[src/rtl/qsine_pkg.sv]
package qsine_pkg;
  localparam real PI = 3.14159265358979323846;

  // magnitude of quarter-table entry k: round(amp * sin(k*pi/(2*steps_q)))
  function automatic int quarter_val(input int k, input int steps_q, input int amp);
    real r;
    r = real'(amp) * $sin(PI * real'(k) / real'(2 * steps_q));
    return $rtoi(r + 0.5);
  endfunction
endpackage

[src/rtl/qsine_phase.sv]
module qsine_phase #(
  parameter int PHASE_W = 4
) (
  input  logic               clk_i,
  input  logic               rst_ni,
  input  logic               en_i,
  output logic [PHASE_W-1:0] phase_o
);
  always_ff @(posedge clk_i or negedge rst_ni) begin
    if (!rst_ni)   phase_o <= '0;
    else if (en_i) phase_o <= phase_o + 1'b1;
  end

  p_step_r4: assert property (@(posedge clk_i) disable iff (!rst_ni)
    en_i |=> phase_o == $past(phase_o) + 1'b1);
  p_idle_hold_r5: assert property (@(posedge clk_i) disable iff (!rst_ni)
    !en_i |=> $stable(phase_o));
endmodule

[src/rtl/qsine_fold.sv]
module qsine_fold #(
  parameter int PHASE_W = 4,
  parameter int ADDR_W  = 3
) (
  input  logic [PHASE_W-1:0] phase_i,
  output logic [ADDR_W-1:0]  addr_o,
  output logic               neg_o
);
  localparam int QN = 1 << (PHASE_W - 2);

  logic [PHASE_W-2:0] half;

  always_comb begin
    half  = phase_i[PHASE_W-2:0];
    neg_o = phase_i[PHASE_W-1];
    if (int'(half) > QN) addr_o = ADDR_W'(2 * QN - int'(half));  // past the crest: mirror
    else                 addr_o = ADDR_W'(half);
  end

  always_comb begin
    p_addr_range_r8: assert (int'(addr_o) <= QN);
  end
endmodule

[src/rtl/qsine_rom.sv]
module qsine_rom #(
  parameter int PHASE_W  = 4,
  parameter int ADDR_W   = 3,
  parameter int SAMPLE_W = 24
) (
  input  logic [ADDR_W-1:0]   addr_i,
  output logic [SAMPLE_W-1:0] mag_o
);
  localparam int QN  = 1 << (PHASE_W - 2);
  localparam int AMP = (1 << (SAMPLE_W - 1)) - 1;

  logic [SAMPLE_W-1:0] tbl [QN+1];

  for (genvar g = 0; g <= QN; g++) begin : g_tbl
    assign tbl[g] = SAMPLE_W'(qsine_pkg::quarter_val(g, QN, AMP));
  end

  always_comb begin
    if (int'(addr_i) <= QN) mag_o = tbl[addr_i];
    else                    mag_o = '0;
  end
endmodule

[src/rtl/qsine_gen.sv]
module qsine_gen #(
  parameter int PHASE_W  = 4,
  parameter int SAMPLE_W = 24
) (
  input  logic                       clk_i,
  input  logic                       rst_ni,
  input  logic                       en_i,
  output logic                       valid_o,
  output logic signed [SAMPLE_W-1:0] sample_o
);
  localparam int QN     = 1 << (PHASE_W - 2);
  localparam int ADDR_W = $clog2(QN + 1);

  logic [PHASE_W-1:0]  phase;
  logic [ADDR_W-1:0]   addr;
  logic                neg;
  logic [SAMPLE_W-1:0] mag;

  qsine_phase #(.PHASE_W(PHASE_W)) u_phase (
    .clk_i(clk_i), .rst_ni(rst_ni), .en_i(en_i), .phase_o(phase));

  qsine_fold #(.PHASE_W(PHASE_W), .ADDR_W(ADDR_W)) u_fold (
    .phase_i(phase), .addr_o(addr), .neg_o(neg));

  qsine_rom #(.PHASE_W(PHASE_W), .ADDR_W(ADDR_W), .SAMPLE_W(SAMPLE_W)) u_rom (
    .addr_i(addr), .mag_o(mag));

  always_ff @(posedge clk_i or negedge rst_ni) begin
    if (!rst_ni) begin
      valid_o  <= 1'b0;
      sample_o <= '0;
    end else begin
      valid_o <= en_i;
      if (en_i) sample_o <= neg ? -$signed(mag) : $signed(mag);
    end
  end

  p_valid_r2: assert property (@(posedge clk_i) disable iff (!rst_ni)
    en_i |=> valid_o);
  p_no_valid_r2: assert property (@(posedge clk_i) disable iff (!rst_ni)
    !en_i |=> !valid_o);
  p_hold_r5: assert property (@(posedge clk_i) disable iff (!rst_ni)
    !en_i |=> $stable(sample_o));
  p_no_min_r6: assert property (@(posedge clk_i) disable iff (!rst_ni)
    sample_o != {1'b1, {(SAMPLE_W-1){1'b0}}});
  p_sign_r7: assert property (@(posedge clk_i) disable iff (!rst_ni)
    (en_i && neg && mag != '0) |=> sample_o < 0);
endmodule

[config.mk]
export PLATFORM = sky130hd
export DESIGN_NAME = qsine_gen
export DESIGN_NICKNAME = d
export VERILOG_FILES = /design/src/rtl/qsine_pkg.sv /design/src/rtl/qsine_phase.sv /design/src/rtl/qsine_fold.sv /design/src/rtl/qsine_rom.sv /design/src/rtl/qsine_gen.sv
export SDC_FILE = /design/constraint.sdc
export NUM_CORES = 1
export LEC_CHECK = 0
export BUFFER_PORTS_ARGS = -buffer_cell sky130_fd_sc_hd__buf_2
export CORE_ASPECT_RATIO = 1.1
export CORE_UTILIZATION = 49
export DETAILED_ROUTE_END_ITERATION = 8
export PLACE_DENSITY = 0.71
export SLEW_MARGIN = 20
export SYNTH_ARGS = -nofsm -noshare
export SYNTH_HDL_FRONTEND = slang
export SYNTH_SLANG_ARGS = --single-unit
[constraint.sdc]
create_clock -name clk_i -period 3.6 [get_ports clk_i]
set_input_delay 0.36 -clock clk_i [delete_from_list [all_inputs] [get_ports clk_i]]
set_output_delay 0.36 -clock clk_i [all_outputs]
set_load 0.005 [all_outputs]
==> summary.md <==
| Metric | Value |
|---|---|
| Total track usage | `0.2337` |
| Worst EP required | `3890 ps` |
| CP top delay family | `simple AND/OR/NAND/NOR gates` |
| Die width | `57.31 µm` |
| Clk pin slew, worst setup/hold paths | `~170 ps` |
| Worst-Margin Slew | `678.8 ps` |
| Area of the multi-input gates | `834.6 µm²` |
| Root Buffer | `clkbuf_4` |
| Vias in the first global route | `between 1000 and 1500` |
| Worst-path maximum fanout | `11` |
| Crit path kind | `flop to flop` |
| Post_cts resized | `0` |
| TritonCTS clock tree | `built` |
| Die Ht | `62.85 µm` |
| Layout cells sized above 1 | `0.2150` |
| Delay of the slowest critical-path stage | `520 ps` |
| Cell mode on critical path | `ha_1` |
| # rows | `21` |
| Via density | `6.077` |
| Worst-Skew Late Latency | `roughly 340 ps` |
| Port bufs | `27` |
| Clock Path Buffers | `2` |
| First-pass GRT wire length | `about 6600 µm` |
| Flip-flop and latch area | `700.7 µm²` |
| Final setup vio count | `0` |
| Crit share post-route | `0.8875` |
| Mapped Avg Cell Area | `approximately 9.3 µm²` |
| CP arrival | `around 3500 ps` |
| Mapped Cells | `177` |
| Cell Pwr Density | `1210 nW/µm²` |
| Wire per inst | `16.76 µm` |
| Yosys top cell by area | `dfrtp_1` |
| Die area | `3602 µm²` |
| Largest net degree at the start of global routing | `40` |
| Slew margin rel. | `0.5475` |
| Via count | `1422` |
| Peak supply drop | `0.5095 mV` |
| Post-synth top flop | `dfrtp_1` |
| Leakage power | `0.0008213 µW` |
| Hold/Removal Path Class | `primary input to async pin` |
| Drt drc | `0` |
| Clock sink total | `28` |
| Final Routed Wirelength | `3921 µm` |
| Fin. Hold Viols | `0` |
| Synth async-reset ratio | `1.000` |
| Synthesis-to-layout area growth | `11.61%` |
| Post-synth EDFFs | `0` |
| Setup bufs post-CTS | `0` |
| Post-route setup slack | `405.1 ps` |
| CTS Hold Bufs | `0` |
| RSZ-0062 raised after global routing | `no` |
| I/O pins | `28` |
| Startpoint types | `flop` |
| Synthesized cell area | `1649 µm²` |
| Fmax | `313.0 MHz` |
| Status | `finished, final reports clean` |
| CTS buffer count | `3` |
| Register area share after synthesis | `0.4249` |
| Initial core utilization | `0.5274` |
| Nets | `211` |
| Slowest-stage cell, CP | `or3_1` |
| Number of DRC markers in iteration 0 | `slightly above 90` |
| Drt pass-1 iters | `4` |
| Post-layout min period | `around 3200 ps` |
| Setup TNS | `0 ps` |
| Register bit total from synthesis | `28` |
| CP Cell Sequence | `inv_1 > ha_1 > nand3_1 > nand2_1 > ha_1 > a21oi_1 > ha_1 > inv_1 > or3_1 > or4_1 > nand3_1` |
| Antenna viol nets, final | `0` |
| Post-Syn Nets | `187` |
| RD Place Congestion | `between 0.8 and 0.9` |
| Count of cell types in the netlist | `48` |
| Area of the core | `3127 µm²` |
| FILL cells | `267` |
| Max_cap viols | `0` |
| Post-Place Setup Slack | `484.9 ps` |
| # H-tree levels | `1` |
| Dominant cells by area after synthesis | `dfrtp_1 42%, a21oi_1 6.1%, ha_1 5.3%` |
| Clock Skews | `4.470 ps` |
| Slew Viols, Final | `0` |
| DP HPWL | `2763 µm` |
| Initial antenna violation count | `0` |
| CP Buf/Inv Count | `2` |
| Post-synth top area share | `0.4249` |
| Synth warn | `0` |
| CP Capture Type | `flop` |
| Congestion Overflow GR | `0` |
| Ant diodes | `0` |
-- per-stage QoR --
stage                     hold WS, ps  power [µW]  area (µm²)  utilization  instances
after detailed placement        425.5        1998        1788       0.5718        230
after CTS                       45.49        2216        1841       0.5886        234
final                           6.103        2228        1841       0.5886        234
after floorplan                 64.41        1591        1649            -        177
after global placement          399.7        1964        1788       0.5718        230
after global routing            64.69        2414        1841       0.5886        234
-- registers in the layout, indices dropped and copies added, names as in the netlist --
name	flops
sample_o	23
u_phase.phase_o	4
valid_o	1
-- power by group --
| part | switching (µW) | total [µW] | internal [µW] |
|---|---|---|---|
| registers | 117 | 586 | 469 |
| logic | 839 | 1420 | 586 |
| clock network | 104 | 217 | 113 |
-- per-layer routing --
layer | vias up | wire length (µm) | track usage
met5 | - | 0 | 0
met4 | 0 | 49 | 0.08841
met3 | 9 | 220 | 0.03106
met2 | 62 | 1937 | 0.3603
met1 | 662 | 1714 | 0.3324
li1 | 689 | - | -
-- final timing paths --
path                            slack [ps]               start      endpoint  depth (start not counted)
worst max-delay path                   410  u_phase.phase_o[1]  sample_o[20]                         11
worst min-delay path                     6              rst_ni  sample_o[16]                          1
worst max register to register         410  u_phase.phase_o[1]  sample_o[20]                         11
worst min register to register         510         sample_o[9]   sample_o[9]                          2
max in group asynchronous             3180              rst_ni   sample_o[0]                          1
min in group clk_i                     430                en_i       valid_o                          2
-- cells by family after synthesis --
kind of cell | synth area share
and+or+nand+nor | 0.1404
buffers and inverters | 0.06904
adders and majority gates | 0.05311
muxes | 0.02048
DFF | 0.4249
AOI/OAI and AO/OA | 0.2602
xor gates and xnor gates | 0.03187
-- layout by cell type, fill, tap and decap left out, drive strengths merged, types with 2 or more instances in the layout --
cell type	netlist	layout
o21ai	10	10
or4	3	3
buf	7	32
o211ai	7	7
dfrtp	28	28
o21a	3	3
a211oi	2	2
nand3	6	6
o31ai	2	2
a21oi	21	21
and3b	2	2
clkbuf	6	3
nor2b	2	2
a31oi	2	2
nand2	8	8
inv	10	10
nor2	20	20
xnor2	5	5
ha	7	7
a2bb2oi	2	2
mux2	3	3
-- cell usage after synthesis, drive strengths merged (2+ instances only) --
library cell	count
o21a	3
o21ai	10
mux2	3
buf	7
inv	10
or4	3
a31oi	2
xnor2	5
o31ai	2
clkbuf	6
ha	7
o211ai	7
nand3	6
dfrtp	28
a21oi	21
and3b	2
nand2	8
nor2	20
a211oi	2
nor2b	2
a2bb2oi	2
-- cell type report --
| cell class | instances | area share |
|---|---|---|
| inverters | 10 | 0.02039 |
| multi-input cells | 126 | 0.4534 |
| flip-flops and latches | 28 | 0.3807 |
| clock buffers | 3 | 0.01224 |
| clock inverters | 1 | 0.01632 |
| well taps | 34 | 0.02311 |
| repair buffers | 32 | 0.09381 |
-- worst register-to-register path: cells and delay by family, from the launching register on --
kind,cells,cell delay (ps)
buffers and inverters,2,170
adder cells (fa/ha/maj),3,870
AND/OR/NAND/NOR,5,1290
flip-flops,1,500
AO/OA/AOI/OAI,1,310
(Power assumes the default switching activity.)
